### config.mk
export PLATFORM = sky130hd
export DESIGN_NAME = tagmem_guard
export DESIGN_NICKNAME = d
export VERILOG_FILES = /design/src/rtl/cmg_pkg.sv /design/src/rtl/cmg_store.sv /design/src/rtl/cmg_decide.sv /design/src/rtl/tagmem_guard.sv
export SDC_FILE = /design/constraint.sdc
export NUM_CORES = 2
export LEC_CHECK = 0
export ABC_CLOCK_PERIOD_IN_PS = 133800
export BUFFER_PORTS_ARGS = -buffer_cell sky130_fd_sc_hd__buf_2
export CAP_MARGIN = 10
export CORE_ASPECT_RATIO = 0.6
export CORE_UTILIZATION = 60
export CTS_CLUSTER_SIZE = 14
export DETAILED_ROUTE_END_ITERATION = 8
export PLACE_DENSITY = 0.77
export SETUP_SLACK_MARGIN = 0.2
export SKIP_LAST_GASP = 1
export SLEW_MARGIN = 5
export SYNTH_ARGS = -nofsm -noshare
export SYNTH_HDL_FRONTEND = slang
export SYNTH_SLANG_ARGS = --single-unit
### constraint.sdc
create_clock -name clk_i -period 133.8 [get_ports clk_i]
set_clock_uncertainty 0.15 [all_clocks]
set_input_delay 6.69 -clock clk_i [delete_from_list [all_inputs] [get_ports clk_i]]
set_output_delay 6.69 -clock clk_i [all_outputs]
set_load 0.01 [all_outputs]
### src/rtl/cmg_pkg.sv
package cmg_pkg;

  typedef enum logic [1:0] {
    OP_DLOAD  = 2'b00,
    OP_DSTORE = 2'b01,
    OP_CLOAD  = 2'b10,
    OP_CSTORE = 2'b11
  } op_e;

  typedef enum logic [1:0] {
    FLT_NONE = 2'b00,
    FLT_TYPE = 2'b01,
    FLT_PAR  = 2'b10,
    FLT_PRIV = 2'b11
  } fault_e;

  // marker value: 0 = data word (even parity), 1 = capability word (odd parity)
  localparam logic MARK_DATA = 1'b0;
  localparam logic MARK_CAP  = 1'b1;

  // check bit for a word given the xor-fold of its contents and its marker
  function automatic logic check_bit(input logic fold, input logic mark);
    return fold ^ mark;
  endfunction

endpackage

### src/rtl/cmg_store.sv
module cmg_store #(
  parameter int DATA_W = 128,
  parameter int DEPTH  = 16,
  parameter int AW     = $clog2(DEPTH)
) (
  input  logic              clk_i,
  input  logic              rst_ni,
  input  logic [AW-1:0]     rd_addr_i,
  output logic [DATA_W-1:0] rd_data_o,
  output logic              rd_mark_o,
  output logic              rd_chk_o,
  input  logic              wr_en_i,
  input  logic [AW-1:0]     wr_addr_i,
  input  logic [DATA_W-1:0] wr_data_i,
  input  logic              wr_mark_i,
  input  logic              wr_chk_i,
  output logic [DEPTH-1:0]  mark_vec_o
);

  logic [DATA_W-1:0] word_q [DEPTH];
  logic [DEPTH-1:0]  mark_q;
  logic [DEPTH-1:0]  chk_q;
  logic [DEPTH-1:0]  wsel;

  // per-word write select
  for (genvar i = 0; i < DEPTH; i++) begin : g_sel
    assign wsel[i] = wr_en_i && (wr_addr_i == AW'(i));
  end

  always_ff @(posedge clk_i or negedge rst_ni) begin
    if (!rst_ni) begin
      for (int i = 0; i < DEPTH; i++) begin
        word_q[i] <= '0;
      end
      mark_q <= '0;
      chk_q  <= '0;
    end else begin
      for (int i = 0; i < DEPTH; i++) begin
        if (wsel[i]) begin
          word_q[i] <= wr_data_i;
          mark_q[i] <= wr_mark_i;
          chk_q[i]  <= wr_chk_i;
        end
      end
    end
  end

  assign rd_data_o  = word_q[rd_addr_i];
  assign rd_mark_o  = mark_q[rd_addr_i];
  assign rd_chk_o   = chk_q[rd_addr_i];
  assign mark_vec_o = mark_q;

endmodule

### src/rtl/cmg_decide.sv
module cmg_decide
  import cmg_pkg::*;
#(
  parameter int DATA_W = 128
) (
  input  logic              go_i,
  input  op_e               op_i,
  input  logic              cvt_i,
  input  logic              dir_i,
  input  logic              priv_i,
  input  logic              flip_i,
  input  logic [DATA_W-1:0] wdata_i,
  input  logic [DATA_W-1:0] rd_data_i,
  input  logic              rd_mark_i,
  input  logic              rd_chk_i,
  output fault_e            fault_o,
  output logic [DATA_W-1:0] ld_data_o,
  output logic              wr_en_o,
  output logic [DATA_W-1:0] wr_data_o,
  output logic              wr_mark_o,
  output logic              wr_chk_o
);

  logic need_mark;
  logic reads_old;
  logic writes;
  logic chk_ok;

  always_comb begin
    need_mark = cvt_i ? dir_i : op_i[1];
    reads_old = cvt_i || !op_i[0];
    writes    = cvt_i || op_i[0];
    chk_ok    = (rd_chk_i == check_bit(^rd_data_i, rd_mark_i));

    if (cvt_i && !priv_i) begin
      fault_o = FLT_PRIV;
    end else if (rd_mark_i != need_mark) begin
      fault_o = FLT_TYPE;
    end else if (reads_old && !chk_ok) begin
      fault_o = FLT_PAR;
    end else begin
      fault_o = FLT_NONE;
    end

    wr_en_o   = go_i && writes && (fault_o == FLT_NONE);
    wr_data_o = cvt_i ? rd_data_i : wdata_i;
    wr_mark_o = cvt_i ? ~rd_mark_i : rd_mark_i;
    wr_chk_o  = check_bit(^wr_data_o, wr_mark_o) ^ (flip_i && !cvt_i);

    ld_data_o = (!writes && fault_o == FLT_NONE) ? rd_data_i : '0;
  end

endmodule

### src/rtl/tagmem_guard.sv
module tagmem_guard
  import cmg_pkg::*;
#(
  parameter int DATA_W = 128,
  parameter int DEPTH  = 16,
  parameter int AW     = $clog2(DEPTH)
) (
  input  logic              clk_i,
  input  logic              rst_ni,
  input  logic              req_valid_i,
  output logic              req_ready_o,
  input  logic [1:0]        req_op_i,
  input  logic              req_cvt_i,
  input  logic              req_dir_i,
  input  logic [AW-1:0]     req_addr_i,
  input  logic [DATA_W-1:0] req_wdata_i,
  input  logic              priv_i,
  input  logic              par_flip_i,
  output logic              rsp_valid_o,
  output logic [1:0]        rsp_fault_o,
  output logic [DATA_W-1:0] rsp_data_o
);

  // reset: asserted asynchronously, released on a clock edge
  logic rst_meta_q, rst_sync_q;

  always_ff @(posedge clk_i or negedge rst_ni) begin
    if (!rst_ni) begin
      rst_meta_q <= 1'b0;
      rst_sync_q <= 1'b0;
    end else begin
      rst_meta_q <= 1'b1;
      rst_sync_q <= rst_meta_q;
    end
  end

  logic              accept;
  logic [DATA_W-1:0] rd_data;
  logic              rd_mark, rd_chk;
  logic [DEPTH-1:0]  mark_vec;
  fault_e            fault;
  logic [DATA_W-1:0] ld_data;
  logic              wr_en, wr_mark, wr_chk;
  logic [DATA_W-1:0] wr_data;

  assign req_ready_o = rst_sync_q;
  assign accept      = req_valid_i && req_ready_o;

  cmg_store #(.DATA_W(DATA_W), .DEPTH(DEPTH), .AW(AW)) u_store (
    .clk_i      (clk_i),
    .rst_ni     (rst_sync_q),
    .rd_addr_i  (req_addr_i),
    .rd_data_o  (rd_data),
    .rd_mark_o  (rd_mark),
    .rd_chk_o   (rd_chk),
    .wr_en_i    (wr_en),
    .wr_addr_i  (req_addr_i),
    .wr_data_i  (wr_data),
    .wr_mark_i  (wr_mark),
    .wr_chk_i   (wr_chk),
    .mark_vec_o (mark_vec)
  );

  cmg_decide #(.DATA_W(DATA_W)) u_decide (
    .go_i      (accept),
    .op_i      (op_e'(req_op_i)),
    .cvt_i     (req_cvt_i),
    .dir_i     (req_dir_i),
    .priv_i    (priv_i),
    .flip_i    (par_flip_i),
    .wdata_i   (req_wdata_i),
    .rd_data_i (rd_data),
    .rd_mark_i (rd_mark),
    .rd_chk_i  (rd_chk),
    .fault_o   (fault),
    .ld_data_o (ld_data),
    .wr_en_o   (wr_en),
    .wr_data_o (wr_data),
    .wr_mark_o (wr_mark),
    .wr_chk_o  (wr_chk)
  );

  // response stage: next-state and register processes
  logic              rsp_valid_d, rsp_valid_q;
  logic [1:0]        rsp_fault_d, rsp_fault_q;
  logic [DATA_W-1:0] rsp_data_d,  rsp_data_q;

  always_comb begin
    rsp_valid_d = accept;
    rsp_fault_d = rsp_fault_q;
    rsp_data_d  = rsp_data_q;
    if (accept) begin
      rsp_fault_d = fault;
      rsp_data_d  = ld_data;
    end
  end

  always_ff @(posedge clk_i or negedge rst_sync_q) begin
    if (!rst_sync_q) begin
      rsp_valid_q <= 1'b0;
      rsp_fault_q <= '0;
      rsp_data_q  <= '0;
    end else begin
      rsp_valid_q <= rsp_valid_d;
      rsp_fault_q <= rsp_fault_d;
      rsp_data_q  <= rsp_data_d;
    end
  end

  assign rsp_valid_o = rsp_valid_q;
  assign rsp_fault_o = rsp_fault_q;
  assign rsp_data_o  = rsp_data_q;

endmodule

Word level (Yosys, flattened, before mapping) --
Index checks and enable logic that the tools add are counted. W data, S select, Z words.
Storage, ports and cells: RAM bits 0, memory bits (read-only) 0, bits of input ports 141, output and inout bits 132, word-level logic and storage cells 125, memories kept 0, flip-flop bits (word level) 2213, bits in latches 0
Operators by class: shift-type cells 0, div/mod/pow operators 0, equal/unequal tests 17, order comparisons 2, add/subtract/negate cells 0, reduce and logical (&&, ||, !) cells 34, $mul 0, multiplexer cells 14, bitwise operators 5
Operator list (count):
- $bmux W128 S4 | 1
- $mux W128 | 4
- $reduce_xor A128 Y1 | 2
- $eq A4 B4 Y1 const B | 8
- $logic_and A1 B1 Y1 | 23
- $eq A4 B3 Y1 const B | 4
- $bmux W1 S4 | 2
- $eq A4 B2 Y1 const B | 2
- $mux W2 | 3
- $ge A5 B5 Y1 const B | 1
- $logic_not A1 Y1 | 5
- $lt A4 B5 Y1 const B | 1
- $not A4 Y5 | 1
- $eq A4 B1 Y1 const B | 1
- $logic_not A4 Y1 | 1
- $mux W1 | 4
- $xor A1 B1 Y1 | 3
- $logic_not A2 Y1 | 1
- $logic_or A1 B1 Y1 | 2
- $eq A1 B1 Y1 | 1
- $ne A1 B1 Y1 | 1
- $not A1 Y1 | 1

Longest topological paths before layout --
word-level depth 15, gate-level depth with buffers 24, depth with buffers taken out 11

Cells and area by module --
From an unflattened synthesis, not the netlist that was laid out.
Unflattened totals: cell total of the unflattened synthesis 6716, area, all modules 103209.0 µm²
By module, submodules not included:
- cmg_store | area each 92392.4 µm², times used 1, sequential area each 52049.9 µm², cells each 5700
- cmg_decide | area each 5494.0 µm², times used 1, sequential area each 0.0 µm², cells each 736
- tagmem_guard | area each 5322.6 µm², times used 1, sequential area each 3328.2 µm², cells each 280

Worst setup path after synthesis --
No wires, ideal clock.
path kind register to register, start point reg rst_sync_q, in the netlist req_ready_o, end point reg u_store.word_q[630] (netlist name), buffers on the path 3, data required time 133.525 ns, arrival 59.546 ns, slack 73.979 ns, clock period less this slack 59.821 ns, cell stages (with the launch flop) 8, setup time 0.125 ns, cell sequence dfrtp_1 -> nand2_1 -> or3_1 -> clkbuf_1 -> a2111oi_2 -> buf_2 -> buf_2 -> mux2_2
On the way: cells in the longest elaborated chain, start to end 4
Ends and longest elaborated chain:
- start: declaration | line tagmem_guard.sv:25 | logic rst_meta_q, rst_sync_q;
- start signal: assignment | line tagmem_guard.sv:33 | rst_sync_q <= rst_meta_q;
- $logic_and A1 B1 Y1 | line tagmem_guard.sv:47 | assign accept = req_valid_i && req_ready_o;
- $logic_and A1 B1 Y1 (2 in series) | line cmg_decide.sv:45 | wr_en_o = go_i && writes && (fault_o == FLT_NONE);
- $logic_and A1 B1 Y1 | line cmg_store.sv:27 | assign wsel[i] = wr_en_i && (wr_addr_i == AW'(i));
- end signal: indexed assignment | line cmg_store.sv:40 | word_q[i] <= wr_data_i;
- end: declaration | line cmg_store.sv:20 | logic [DATA_W-1:0] word_q [DEPTH];
Every way passes these cells. A chain may end at the register's enable or synchronous reset.

Worst setup path after layout --
start point in req_addr_i[0], end point reg u_store.word_q[941] (netlist name)
On the way: cells in the longest elaborated chain, start to end 15, elaborated cells on any way between the ends 22, classes of those cells 3 x eq/ne; 11 x mux; 2 x bitwise; 6 x reduce/logical
Ends and longest elaborated chain:
- start: declaration | line tagmem_guard.sv:15 | input logic [AW-1:0] req_addr_i,
- $not A4 Y5 (implied by the code) | line cmg_store.sv:48 | assign rd_data_o = word_q[rd_addr_i];
- $bmux W128 S4 | line cmg_store.sv:48
- $mux W128 (implied by the code) (2 in series) | line cmg_store.sv:48
- $reduce_xor A128 Y1 | line cmg_decide.sv:33 | chk_ok = (rd_chk_i == check_bit(^rd_data_i, rd_mark_i));
- $xor A1 B1 Y1 | line cmg_pkg.sv:23 | return fold ^ mark;
- $eq A1 B1 Y1 | line cmg_decide.sv:33
- $logic_not A1 Y1 | line cmg_decide.sv:39 | end else if (reads_old && !chk_ok) begin
- $logic_and A1 B1 Y1 | line cmg_decide.sv:39
- $mux W2 | line cmg_decide.sv:39
- $mux W2 | line cmg_decide.sv:37 | end else if (rd_mark_i != need_mark) begin
- $mux W2 | line cmg_decide.sv:35 | if (cvt_i && !priv_i) begin
- $logic_not A2 Y1 | line cmg_decide.sv:45
- $logic_and A1 B1 Y1 | line cmg_decide.sv:45
- $logic_and A1 B1 Y1 | line cmg_store.sv:27
Several ways; a longest one is shown, not always the timed one. The select of a mux whose other input is x is not followed.

==> flow_metrics.py <==
metrics = {
    "outcome": {
        "outcome": "complete, no violations",
    },
    "power_and_ir_drop": {
        "cellLeakagePower_uw": 0.0547,
        "p_per_area_nw_per_um2": 20.4,
        "peakVddDrop_v": 0.000234,
    },
    "final_layout": {
        "syn_to_final_growth_pct": 8.56,
        "drive_above_1_share_pct": 45.3,
        "postLayoutCoreUtil_pct": 66.0,
        "nets": 6695,
    },
    "clock_network": {
        "clock_latency_ns": 0.88,
        "ctsHoldBuffers": 0,
        "clk_pin_slew_ns": 0.06,
        "cts_root_buf": "clkbuf_16",
        "htreeDepth": 4,
        "cts_setup_buffers": 0,
        "ctsResizeCount": 0,
        "cts_inserted_buffers": 205,
        "clockBufferDepth": 4,
        "cts_tree": "yes",
        "cts_sinks": 2213,
    },
    "sta": {
        "relSlewSlack_pct": 10.5,
        "setup_tns_ns": 0,
        "setup_violations": 0,
        "worst_hold_slack_ns": 0.198,
        "fin_ws_ns": 117.03,
        "hold_violations": 0,
        "grt_setup_unrepaired": "no",
        "fin_crit_sh_pct": 12.5,
        "max_freq_mhz": 59.6,
        "tightest_slew_ns": 1.31,
        "min_period_ns": 16.77,
        "finalMaxSlewViolations": 0,
    },
    "synth": {
        "yosys.area_share.simple_pct": 0.633,
        "yosys.area_share.adder_pct": 0,
        "synth_top_family_by_area": "multiplexers",
        "synth_compound_area_share_pct": 2.33,
        "synthCells": 6509,
        "async_flop_share_pct": 100,
        "synth_cell_types": 51,
        "synth_common_cells": "2213 x dfrtp_1, 1750 x mux2_2, 530 x mux4_2",
        "synth_area_um2": 104000,
        "syn_avg_cell_area_um2": 15.9,
        "synth.mux.area_fraction_pct": 37.7,
        "ys_seq_area_share_pct": 53.4,
        "ys.warnings.count": 0,
        "yosys.area.top_type": "dfrtp_1",
        "synth_edf_count": 0,
        "syn-num-nets": 6650,
        "synth_seq_cells": 2213,
        "synth-xor-area-share_pct": 2.64,
        "synth_top_area_share_pct": 53.4,
        "yosys-top-cells-area": "dfrtp_1 53%, mux2_2 19%, mux4_2 12%, mux2_1 4.9%, mux2i_1 2.4%",
        "synth_flop_cell": "dfrtp_1",
        "synth_most_common_cell": "dfrtp_1",
    },
    "drt": {
        "drc": 0,
        "dr.pass1.iters": 5,
        "wire_per_inst_um": 31.4,
        "drt_wl_total_mm": 281,
        "vias_per_cell": 6.68,
        "dr_wl_met3_mm": 20.7,
        "ant_nets": 0,
        "routed.top_layer": "met5",
        "drt-initial-drc-count": 5805,
        "vias": 59900,
        "drt-met1-wl_mm": 126,
        "wl_met2_mm": 125,
    },
    "critical_path": {
        "worstRegToRegCells": 13,
        "cpPeakStageDelay_ns": 0.95,
        "crit_arrival_ns": 17.33,
        "timing.critical_path.mode_cell": "buf_4",
        "cp_cell_sequence": "buf_8 > buf_4 > buf_4 > buf_4 > buf_4 > mux4_2 > mux2i_1 > xnor2_1 > nor2_1 > a21oi_1 > xor2_1 > xnor3_1 > xnor3_1 > xnor3_2 > a21oi_4 > buf_4 > buf_4 > mux2_2",
        "critPathLaunch": "req_addr_i[0]",
        "crit_type": "in -> reg",
        "required_ns": 134.36,
        "r2r_setup_slack_ns": 125.44,
        "critPathCapture": "u_store.word_q[941]",
        "crit_fanout": 62,
        "critPathLaunchType": "input port",
        "r2r_start": "u_store.word_q[627]",
        "end_kind": "register",
        "critPathSlowestCell": "a21oi_4",
        "reg2reg_to": "u_store.word_q[941]",
    },
    "global_routing": {
        "antenna_found_initial": 8,
        "overflow": 0,
        "track_usage_pct": 32.8,
        "grt_max_degree": 197,
        "grt_pass1_vias": 62700,
        "grt_pass1_wl_mm": 425,
    },
    "floorplan": {
        "die_h_um": 324,
        "die_area_um2": 175000,
        "placement_rows": 117,
        "initial_core_util_pct": 60.8,
        "core_area_um2": 171000,
        "die_w_um": 539,
        "pin_count": 273,
    },
    "placement": {
        "place_congestion": 0.845,
        "place_worst_setup_slack_ns": 116.19,
        "hpwl_mm": 169,
        "io_buffer_count": 272,
    },
    "run": {
        "cap_viol_max_count": 0,
    },
    "hold_path": {
        "hold_class": "reg -> reg",
    },
}
==> cell families after synthesis <==
logic type | count (synthesis)
mux | 2975
xor+xnor | 276
compound gates | 302
other cells | 1
flops | 2213
simple gates | 145
buf+inv | 597
==> placed cells by master (no fill, tap or decap), types with 8 or more instances in the layout <==
master / instances
dfrtp_1: 2212
mux2_2: 1750
mux4_2: 530
mux2_1: 449
buf_2: 267
mux2i_1: 246
clkbuf_16: 210
xnor2_1: 188
buf_4: 134
a22o_1: 123
a22oi_1: 96
nand2_1: 73
xor2_1: 65
clkbuf_8: 56
clkbuf_1: 48
a21oi_1: 22
xnor3_1: 22
clkinv_2: 22
inv_1: 18
nor2_1: 18
nand3_1: 13
o21ai_0: 12
a21oi_4: 10
nand2b_1: 9
o22ai_1: 8
bufinv_16: 8
buf_12: 8
==> worst max-delay path, delay by kind of cell <==
| family | cells | cell delay [ns] |
|---|---|---|
| mux | 3 | 1.42 |
| compound gates | 2 | 1.57 |
| simple gates | 1 | 0.05 |
| xor+xnor | 5 | 2.08 |
| buf+inv | 7 | 5.11 |
==> flip-flops by register name (all words and copies together), names as in the netlist <==
register	flops
rsp_valid_o	1
u_store.word_q	2048
req_ready_o	1
rsp_fault_o	2
u_store.mark_vec_o	16
u_store.chk_q	16
rst_meta_q	1
rsp_data_o	128
==> through the flow <==
stage | std cells | power, uW | cell area, um2
after floorplan | 6509 | 1480 | 104000
after global placement | 8607 | 1670 | 106000
after detailed placement | 8607 | 1700 | 106000
after CTS | 8957 | 2290 | 113000
after global routing | 8958 | 2380 | 113000
final | 8962 | 2290 | 113000
==> worst min-delay path by stage <==
stage	cells after the start	endpoint	start	slack, ns
after CTS	0	req_ready_o	rst_meta_q	0.20
final	0	req_ready_o	rst_meta_q	0.20
after global routing	0	req_ready_o	rst_meta_q	0.20
after global placement	0	req_ready_o	rst_meta_q	0.18
after floorplan	0	req_ready_o	rst_meta_q	0.18
after detailed placement	0	req_ready_o	rst_meta_q	0.19
==> final cells by class <==
type,instances,area [um2]
fill,11800,58000
sequential,2213,55400
multi-input combinational,3699,45200
clock buffer,313,6190
tap,2261,2830
timing repair buffer,415,2590
clock inverter,37,429
inverter,20,82.6
antenna,4,10.0
==> metal layers <==
layer | vias up | global-route usage [%]
li1 | 24200 | -
met1 | 33100 | 49.6
met2 | 2136 | 48.6
met3 | 448 | 6.21
met4 | 2 | 10.1
met5 | - | 0
==> where the power goes <==
part | internal [uW] | switching (uW) | total, uW | leakage [uW]
logic | 333 | 465 | 798 | 0.0209
registers | 825 | 82.2 | 908 | 0.0306
clock network | 332 | 256 | 589 | 0.00327
(Power assumes the default switching activity.)
